### src/rtl/batt_fault_agg.sv
module batt_fault_agg #(
  parameter int NCH     = 6,
  parameter bit UV_PATH = 1'b1
) (
  input  logic           clk,
  input  logic           rst_n,
  input  logic           ov_i,
  input  logic           uv_i,
  input  logic [NCH-1:0] load_flt_i,
  input  logic           cs_n_i,
  output logic           chan_inhibit_o,
  output logic [NCH+1:0] snap_o,
  output logic           flag_n_o,
  output logic           flag_oe_o
);
  localparam int W = NCH + 2;
  localparam logic [W-1:0] SNAP_RST = UV_PATH ? W'(1) << NCH : '0;

  logic           uv_eff, batt_flt, any_flt;
  logic [W-1:0]   live_word, snap_q;
  logic           cs_q, flag_q;
  logic           cs_rise, cs_fall;

  assign uv_eff    = UV_PATH & uv_i;
  assign batt_flt  = ov_i | uv_eff;
  assign live_word = {ov_i, uv_eff, batt_flt ? {NCH{1'b0}} : load_flt_i};
  assign any_flt   = batt_flt | (|load_flt_i);
  assign cs_rise   = cs_n_i & ~cs_q;
  assign cs_fall   = ~cs_n_i & cs_q;

  always_ff @(posedge clk or negedge rst_n) begin
    if (!rst_n) begin
      cs_q   <= 1'b1;
      snap_q <= SNAP_RST;
      flag_q <= UV_PATH;
    end else begin
      cs_q <= cs_n_i;
      if (cs_rise)     snap_q <= '0;
      else if (cs_n_i) snap_q <= live_word;
      if (cs_fall) flag_q <= any_flt;
      else         flag_q <= flag_q | any_flt;
    end
  end

  assign chan_inhibit_o = batt_flt;
  assign snap_o         = snap_q;
  assign flag_oe_o      = flag_q | any_flt;
  assign flag_n_o       = ~flag_oe_o;
endmodule

### config.mk
export PLATFORM = sky130hd
export DESIGN_NAME = batt_fault_agg
export DESIGN_NICKNAME = d
export VERILOG_FILES = /design/src/rtl/batt_fault_agg.sv
export SDC_FILE = /design/constraint.sdc
export NUM_CORES = 1
export LEC_CHECK = 0
export BUFFER_PORTS_ARGS = -buffer_cell sky130_fd_sc_hd__buf_4
export CAP_MARGIN = 20
export CORE_MARGIN = 2
export CORE_UTILIZATION = 30
export CTS_CLUSTER_SIZE = 25
export DETAILED_ROUTE_END_ITERATION = 10
export GPL_TIMING_DRIVEN = 0
export PLACE_DENSITY = 0.54
export RECOVER_POWER = 100
export SETUP_SLACK_MARGIN = 0.4
export SYNTH_ARGS = -nofsm -noshare
export SYNTH_HDL_FRONTEND = slang
export SYNTH_SLANG_ARGS = --single-unit
### constraint.sdc
create_clock -name clk -period 1.15 [get_ports clk]
set_input_delay 0.115 -clock clk [delete_from_list [all_inputs] [get_ports clk]]
set_output_delay 0.115 -clock clk [all_outputs]
set_load 0.01 [all_outputs]
==> impl_results.md, run 1 <==
- Status: finished, violations left
- Failing checks: setup timing
- DRT Pass-1 Iters: 2
- GRT Util Overall: 0.160
- Final setup vio count: 2
- Routed wl met3: 54 microns
- Req. time, crit path: 1.03 ns
- Fin. Hold Viols: 0
- Power Total: 807 uW
- Share of the synthesized area in the top cell type: 0.435
- Synthesized area: 403 sq um
- H-tree levels: 1
- # IOs: 22
- Height of the chip: 40.6 microns
- Synth warnings: 0
- Highest metal used: met4
- Pwr per Cell Area: 1140 mW/mm^2
- Antenna Nets Post-Route: 0
- Synth area leader: dfrtp_1
- Slew headroom: 0.641
- Clock transition at the registers of the reported paths: 0.06 ns
- Pre-CTS setup slack: -0.258 ns
- TNS Setup: -0.384 ns
- Worst hold-check path type: primary input to flop
- CORE AREA: 0.00128 sq mm
- I/O Buffers: 21
- Pin slew with the least headroom to its limit: 0.539 ns
- Ant diodes: 0
- Post-Syn Instances: 31
- Met1 WL: 394 microns
- Die width: 40.6 microns
- Clk sinks: 10
- Netlist cell types: 15
- Worst-path cell chain: buf_6 -> or4_4 -> or3_4 -> buf_6
- Post-route minimum period: 1.35 ns
- CTS buffer count: 3
- Post-synthesis sequential area ratio: 0.630
- Commonest cells after routing, fill and taps aside: buf_4, clkbuf_1, dfrtp_1, buf_6, a22o_1
- Nature of the critical path endpoint: output pin
- Final WL: 1050 microns
- Placed instance count: 67
- # fillers: 122
- Final #Nets: 78
- Row count: 13
- CP Max Fanout: 2
- Drt initial violations: 3
- Max Fclk: 738 MHz
- CP startpoint kind: primary input
- Area grow syn2layout: 75.5%
- Synth top area cells: dfrtp_1, dfstp_2, a22o_1, and4bb_2, inv_1
- Routed len/inst: 12.9 microns
- Yosys reg bits: 10
- Vias in the first global route: 388
- Critical Path Most Common Cell: buf_6
- TritonCTS clock tree: built
- Max-cap viol count: 0
- Routability cong.: 0.635
- Latest clock arrival within the worst-skew pair: 0.26 ns
- RSZ-0062 raised after global routing: yes
- Detailed-route vias per instance: 4.74
- Largest net degree at the start of global routing: 11
- Clk_skew: 0.00730 ns
- DP Wirelength: 768 microns
- Slowest-stage cell, CP: or4_4
- Global route overflow: 0
- CTS root buf: clkbuf_4
- Cell area after placement: 588 sq um
- Hold Slack: 0.0678 ns
- Post-Layout Cell Count: 81
- Clk buf depth: 2
- Slew Limit Fails: 0
- DRC viols: 0
- Met2 wire len: 587 microns
- Hold Crit Depth: 2
- Die area: 0.00165 sq mm
- Crit Path Category: primary input to output pin
- R2R depth: 2
- Peak VDD IR: 0.703 mV
- Layout cells sized above 1: 0.500
- Critical Path AT: 1.24 ns
- Routed vias: 384
- Synth Area per Inst: 13.0 sq um
- Max incr delay on CP: 0.53 ns
- Syn Nets: 42
- Final instance area: 707 sq um
- PnR worst setup slack: -0.205 ns
- Initial core utilization: 0.314
- Initial antenna violation count: 0
- Fin crit share: 1.18
- Leakage: 0.328 nW
- Final core utilization: 0.550
- First-pass GRT wire length: 1630 microns
- Commonest non-fill, non-tap cell in the layout: buf_4
==> layer usage <==
metal  vias up  GRT usage
li1        186          -
met4         0      0.100
met2        12      0.278
met5         -          0
met1       184      0.177
met3         2     0.0326
==> cell type report <==
type	instances	area, sq um	area share
clock buffers	4	36.3	0.0513
inverters	3	11.3	0.0159
multi-input cells	18	164	0.232
flip-flops and latches	10	254	0.359
well taps	15	18.8	0.0265
repair buffers	31	223	0.315
==> kinds of logic (layout without fill, tap and decap cells) <==
family                 after synthesis  in the layout  synth area share
DFF                                 10             10             0.630
and+or+nand+nor                      9              9             0.162
AOI/OAI and AO/OA                    9              9             0.180
buffers and inverters                3             38            0.0279
==> where the power goes <==
group | internal [mW] | total (mW) | switching (mW)
registers | 0.368 | 0.377 | 0.00830
clock network | 0.192 | 0.309 | 0.118
logic | 0.0668 | 0.121 | 0.0542
total | 0.627 | 0.807 | 0.180
==> worst paths after layout <==
path	endpoint	startpoint	slack (ns)
max	flag_oe_o	load_flt_i[0]	-0.20
min	snap_o[4]	load_flt_i[4]	0.07
max reg2reg	snap_o[1]	cs_q	0.02
min reg2reg	snap_o[6]	snap_o[6]	0.49
max in group asynchronous	flag_q	rst_n	0.44
min in group asynchronous	snap_o[3]	rst_n	0.35
==> Yosys cell counts <==
library cell,count
a22o_2,1
a22o_1,5
nand2b_1,1
dfrtp_1,7
nand3_1,2
or4_1,1
or2_2,1
or3_1,1
nor3_1,1
o21ai_0,2
a211o_1,1
and4bb_2,1
dfstp_2,3
inv_1,3
or4_4,1
==> critical path, delay by kind of cell <==
family | cells | cell delay (ns)
AND/OR/NAND/NOR | 2 | 0.91
buffers and inverters | 2 | 0.22
==> state kept, by name (all words and copies together), names as in the netlist <==
register,flops
snap_o,8
cs_q,1
flag_q,1
==> repair_timing <==
item | CTS | global route
hold endpoints to repair | 10 | 1
buffers inserted | 8 | 0
pin swaps | 5 | 5
setup endpoints to repair | 20 | 19
resized for setup | 17 | 4
hold buffers | 1 | 1
Power figures use the tool's default switching activity.
==> run 2, diff against run 1 <==
--- a/config.mk
+++ b/config.mk
@@ -12,7 +12,7 @@
 export CTS_CLUSTER_SIZE = 25
 export DETAILED_ROUTE_END_ITERATION = 10
 export GPL_TIMING_DRIVEN = 0
-export PLACE_DENSITY = 0.54
+export PLACE_DENSITY = 0.59
 export RECOVER_POWER = 100
 export SETUP_SLACK_MARGIN = 0.4
 export SYNTH_ARGS = -nofsm -noshare
==> run 2 against run 1 <==
Compared with the run above: non-clock buffer count is 3 lower; the flow still finishes with violations (setup timing); first-iteration DRC count is 67% lower; sequential cell count is the same; final cell count shrank 3.7%; maximum frequency fell by 0.47%; die area did not move; total power up 0.87%; sequential power hardly changed.
==> impl_results.md, run 2 (synthesis results as in run 1) <==
- Pre-CTS setup slack: -0.249 ns (+0.00849 ns)
- Reg2reg setup slack: 0.01 ns (about the same)
- Critical Path AT: 1.25 ns (about the same)
- Clk_skew: 0.00177 ns (-0.00552 ns)
- Row count: 13 (unchanged)
- Internal: 628 uW (+0.13%)
- DP Wirelength: 629 microns (-18%)
- Peak VDD IR: 0.802 mV (+14%)
- Pin slew with the least headroom to its limit: 0.545 ns (+0.00613 ns)
- Antenna Nets Post-Route: 0 (unchanged)
- Initial antenna violation count: 0 (unchanged)
- Max-cap viol count: 0 (unchanged)
- Global route overflow: 0 (unchanged)
- Fin crit share: 1.18 (+0.00562)
- Die width: 40.6 microns (unchanged)
- Hold Crit Depth: 2 (unchanged)
- Final WL: 983 microns (-6.1%)
- Worst hold endpoint: snap_o[4]
- Commonest non-fill, non-tap cell in the layout: clkbuf_1
- DRC viols: 0 (unchanged)
- Combinational Power Share: 0.147 (-0.003)
- Commonest cells after routing, fill and taps aside: clkbuf_1, buf_6, buf_4, dfrtp_1, a22o_1
- Vias in the first global route: 346 (-11%)
- Clk sinks: 10 (unchanged)
- Ant diodes: 0 (unchanged)
- CORE AREA: 0.00128 sq mm (unchanged)
- Area grow syn2layout: 73.6%
- NetSw: 186 uW (+3.4%)
- Layout cells sized above 1: 0.492 (-0.00794)
- Final setup vio count: 2 (unchanged)
- Slew headroom: 0.637 (-0.00408)
- CP startpoint kind: primary input
- RSZ-0062 raised after global routing: yes
- Reg2reg end: snap_o[0]
- CTS root buf: clkbuf_4
- CP Max Fanout: 2 (unchanged)
- Req. time, crit path: 1.03 ns (about the same)
- Clock Power Share: 0.389 (+0.006)
- Worst hold-check path type: primary input to flop
- Die area: 0.00165 sq mm (unchanged)
- # IOs: 22 (unchanged)
- Post-route minimum period: 1.36 ns (+0.00646 ns)
- Status: finished, violations left
- Crit Path Category: primary input to output pin
- Routed len/inst: 12.6 microns (-2.5%)
- Switching Fraction: 0.229 (+0.00567)
- Height of the chip: 40.6 microns (unchanged)
- H-tree levels: 1 (unchanged)
- First-pass GRT wire length: 1510 microns (-7.2%)
- CTS buffer count: 3 (unchanged)
- Routed vias: 366 (-4.7%)
- R2R depth: 2 (unchanged)
- Detailed-route vias per instance: 4.69 (-1.0%)
- # fillers: 138 (+13%)
- DRT Pass-1 Iters: 2 (unchanged)
- Fin. Hold Viols: 0 (unchanged)
- Routability cong.: 0.625 (-1.6%)
- Clk buf depth: 2 (unchanged)
- I/O Buffers: 21 (unchanged)
- Max FFs per register: 8 (unchanged)
- Multi-input gate area: 168 sq um (+2.3%)
- Final #Nets: 75 (-3.8%)
- Initial core utilization: 0.314 (unchanged)
- Largest net degree at the start of global routing: 11 (unchanged)
- Latest clock arrival within the worst-skew pair: 0.26 ns (about the same)
- Max Fclk: 735 MHz (-0.47%)
- Hold_sp: load_flt_i[4]
- Nature of the critical path endpoint: output pin
- TritonCTS clock tree: built
- Sequential cell area: 254 sq um (unchanged)
- Pwr per Cell Area: 1160 mW/mm^2 (+2.0%)
- Drt initial violations: 1 (-2)
- PnR worst setup slack: -0.211 ns (-0.00646 ns)
- Leakage: 0.316 nW (-3.9%)
- Slew Limit Fails: 0 (unchanged)
- Failing checks: setup timing
- GRT Util Overall: 0.147 (-0.0137)
- Critical R2R Launch: cs_q
- Clock transition at the registers of the reported paths: 0.07 ns (about the same)
- Final core utilization: 0.544 (-0.00584)
- Seq pwr share: 0.464 (-0.003)
-- run 2: cell count changes in the layout (fill, tap and decap cells not counted), sizes merged --
cell / change
buf: -3
-- run 2: critical path, cell delays in order --
cell,delay (ns)
buf_6,0.09
or4_4,0.54
or3_4,0.38
buf_6,0.13
-- run 2: power groups by stage --
| stage | logic (mW) | clock network, mW | registers [mW] |
|---|---|---|---|
| finish | 0.120 | 0.316 | 0.378 |
| global route | 0.130 | 0.350 | 0.379 |
| CTS | 0.134 | 0.329 | 0.381 |
| detailed placement | 0.0997 | 0 | 0.385 |
| global placement | 0.0994 | 0 | 0.385 |
| floorplan | 0.0250 | 0 | 0.391 |
-- run 2: layout make-up --
class                           instances  share of cell area
Inverter                                3              0.0161
Tap cell                               15              0.0268
Clock buffer                            4              0.0519
Timing Repair Buffer                   28               0.302
Multi-Input combinational cell         18               0.240
Sequential cell                        10               0.363
-- run 2: how the worst max path moves through the flow --
stage | from | end | slack (ns) | depth (start not counted)
2_1_floorplan | load_flt_i[4] | flag_oe_o | 0.01 | 2
3_3_place_gp | load_flt_i[4] | flag_oe_o | -0.25 | 4
3_5_place_dp | load_flt_i[4] | flag_oe_o | -0.25 | 4
4_1_cts | load_flt_i[0] | flag_oe_o | -0.20 | 4
5_1_grt | load_flt_i[4] | flag_oe_o | -0.24 | 4
6_report | load_flt_i[4] | flag_oe_o | -0.21 | 4
-- run 2: what timing repair did --
item | CTS | global route
hold buffers | 2 | 0
pin swaps | 6 | 8
setup buffers | 5 | 0
endpoints found under the hold margin | 11 | 0
gates resized for setup | 17 | 9
endpoints found under the setup margin | 20 | 19
-- run 2: metrics by stage --
stage	cell area [sq um]	power [mW]	cells	hold WS (ns)	TNS, ns
2_1_floorplan	412	0.416	31	-0.181	0
3_3_place_gp	588	0.484	67	-0.0497	-0.319
3_5_place_dp	588	0.485	67	-0.0481	-0.324
4_1_cts	743	0.844	78	0.0384	-0.391
5_1_grt	699	0.859	78	0.0495	-0.696
6_report	699	0.814	78	0.0609	-0.343
-- run 2: metal layers --
metal	global-route usage	vias to the layer above	share of wire
met5	0	-	0
met4	0.100	0	0
met3	0.0489	0	0.065
met2	0.198	14	0.47
met1	0.195	171	0.46
li1	-	181	-
==> run 3, diff against run 2 <==
--- a/config.mk
+++ b/config.mk
@@ -11,7 +11,6 @@
 export CORE_UTILIZATION = 30
 export CTS_CLUSTER_SIZE = 25
 export DETAILED_ROUTE_END_ITERATION = 10
-export GPL_TIMING_DRIVEN = 0
 export PLACE_DENSITY = 0.59
 export RECOVER_POWER = 100
 export SETUP_SLACK_MARGIN = 0.4
==> run 3 against run 2 <==
Compared with the run above: the flow still finishes with violations (setup timing); utilization grew 2.6 points; die area unchanged; non-clock buffer count grew 5; hold slack better by 0.017 ns; clock power is essentially flat.
==> impl_results.md, run 3 (synthesis results as in run 1) <==
- Status: finished, violations left
- Failing checks: setup timing
- Fin. Hold Viols: 0 (unchanged)
- Slew headroom: 0.649 (+0.0118)
- Hold Crit Depth: 2 (unchanged)
- Final #Nets: 80 (+6.7%)
- Row count: 13 (unchanged)
- # IOs: 22 (unchanged)
- H-tree levels: 1 (unchanged)
- Clk_skew: 0.00435 ns (+0.00257 ns)
- Peak VDD IR: 0.581 mV (-28%)
- Clk buf depth: 2 (unchanged)
- Commonest cells after routing, fill and taps aside: buf_4, clkbuf_1, buf_6, dfrtp_1, a22o_1
- Height of the chip: 40.6 microns (unchanged)
- CTS buffer count: 3 (unchanged)
- DRC viols: 0 (unchanged)
- Placed instance count: 72 (+7.5%)
- Latest clock arrival within the worst-skew pair: 0.26 ns (about the same)
- Leakage: 0.339 nW (+7.3%)
- Routed len/inst: 12.8 microns (+1.4%)
- Reg2reg end: snap_o[5]
- First-pass GRT wire length: 1770 microns (+17%)
- Post-route minimum period: 1.34 ns (-0.0168 ns)
- Fin crit share: 1.17 (-0.0146)
- Largest delay contributor family on the critical path: simple AND/OR/NAND/NOR gates
- Final core utilization: 0.571 (+0.0263)
- PnR worst setup slack: -0.194 ns (+0.0168 ns)
- CP startpoint kind: primary input
- CORE AREA: 0.00128 sq mm (unchanged)
- Routed vias: 404 (+10%)
- Initial core utilization: 0.314 (unchanged)
- GRT Util Overall: 0.166 (+0.0191)
- Clock transition at the registers of the reported paths: 0.06 ns (about the same)
- I/O Buffers: 21 (unchanged)
- DRT Pass-1 Iters: 1 (-1)
- Worst hold-check path type: primary input to flop
- Max-cap viol count: 0 (unchanged)
- Slew Limit Fails: 0 (unchanged)
- Critical Path AT: 1.23 ns (-0.02 ns)
- Reg2reg setup slack: -0.01 ns (-0.02 ns)
- Largest net degree at the start of global routing: 11 (unchanged)
- Hold_sp: load_flt_i[4]
- Max Fclk: 744 MHz (+1.3%)
- CTS root buf: clkbuf_4
- Max incr delay on CP: 0.54 ns (about the same)
- Nature of the critical path endpoint: output pin
- Worst hold endpoint: snap_o[4]
- Slowest-stage cell, CP: or4_4
- Vias in the first global route: 414 (+20%)
- TritonCTS clock tree: built
- WP buf/inv: 2 (unchanged)
- Max FFs per register: 8 (unchanged)
- R2R depth: 2 (unchanged)
- Initial antenna violation count: 0 (unchanged)
- Pin slew with the least headroom to its limit: 0.527 ns (-0.0178 ns)
- Global route overflow: 0 (unchanged)
- Die area: 0.00165 sq mm (unchanged)
- Clk sinks: 10 (unchanged)
- TNS Setup: -0.358 ns (-0.0155 ns)
- Routability cong.: 0.663 (+6.1%)
- DP Wirelength: 730 microns (+16%)
- Worst-path cell chain: buf_4 -> or4_4 -> or3_4 -> buf_6
- RSZ-0062 raised after global routing: yes
- Final WL: 1060 microns (+7.9%)
- Pwr per Cell Area: 1120 mW/mm^2 (-3.6%)
- Critical R2R Launch: cs_q
- Drt initial violations: 0 (-1)
- Commonest non-fill, non-tap cell in the layout: buf_4
- Post-Layout Cell Count: 83 (+6.4%)
- Die width: 40.6 microns (unchanged)
- Number of cells on the critical path: 4 (unchanged)
- Detailed-route vias per instance: 4.87 (+3.7%)
- CP Max Fanout: 2 (unchanged)
- Req. time, crit path: 1.03 ns (about the same)
- Antenna Nets Post-Route: 0 (unchanged)
- Layout cells sized above 1: 0.515 (+0.0226)
- Area grow syn2layout: 82.0%
- Ant diodes: 0 (unchanged)
- Crit Path Category: primary input to output pin
- Final setup vio count: 3 (+1)
==> run 3: cell types whose count changed in the layout (fill, tap and decap cells not counted), sizes merged <==
cell / delta
clkbuf: +1
buf: +4
==> run 3: through the flow <==
step	power, mW	setup WS [ns]	hold WS (ns)	cell area, sq um
global route	0.862	-0.221	0.0757	733
CTS	0.851	-0.197	0.0393	785
global placement	0.494	-0.238	-0.0508	626
floorplan	0.416	0.00961	-0.181	412
finish	0.823	-0.194	0.0781	733
detailed placement	0.496	-0.243	-0.0513	626
==> run 3: routing by layer <==
layer | vias to the layer above | track usage | wire, microns
met2 | 14 | 0.278 | 540
met3 | 0 | 0.0489 | 69
met1 | 200 | 0.204 | 452
li1 | 190 | - | -
met4 | 0 | 0.0500 | 0
met5 | - | 0 | 0
==> run 3: what timing repair did <==
item                                    in CTS  in global routing
cloned                                       0                  0
hold endpoints to repair                    11                  0
hold buffers                                 2                  0
pin swaps                                    7                  6
endpoints found under the setup margin      20                 20
buffers inserted                             4                  1
gates resized for setup                     21                  4
==> run 3: how the worst max path moves through the flow <==
| stage | start | to | slack, ns |
|---|---|---|---|
| final | load_flt_i[1] | flag_oe_o | -0.19 |
| after global placement | load_flt_i[4] | flag_oe_o | -0.24 |
| after global routing | load_flt_i[0] | flag_oe_o | -0.22 |
| after detailed placement | load_flt_i[4] | flag_oe_o | -0.24 |
| after CTS | load_flt_i[0] | flag_oe_o | -0.20 |
| after floorplan | load_flt_i[4] | flag_oe_o | 0.01 |
==> run 3: power by group <==
| part | leakage (nW) | total, mW | switching [mW] | internal [mW] |
|---|---|---|---|---|
| sequential | 0.126 | 0.378 | 0.00939 | 0.369 |
| clock | 0.0210 | 0.313 | 0.121 | 0.192 |
| combinational | 0.192 | 0.132 | 0.0571 | 0.0753 |
==> run 3: layout make-up <==
class / count / area, sq um
Timing Repair Buffer: 33 / 238
Fill cell: 131 / 552
Tap cell: 15 / 18.8
Sequential cell: 10 / 254
Multi-Input combinational cell: 18 / 175
Inverter: 3 / 11.3
Clock buffer: 4 / 36.3
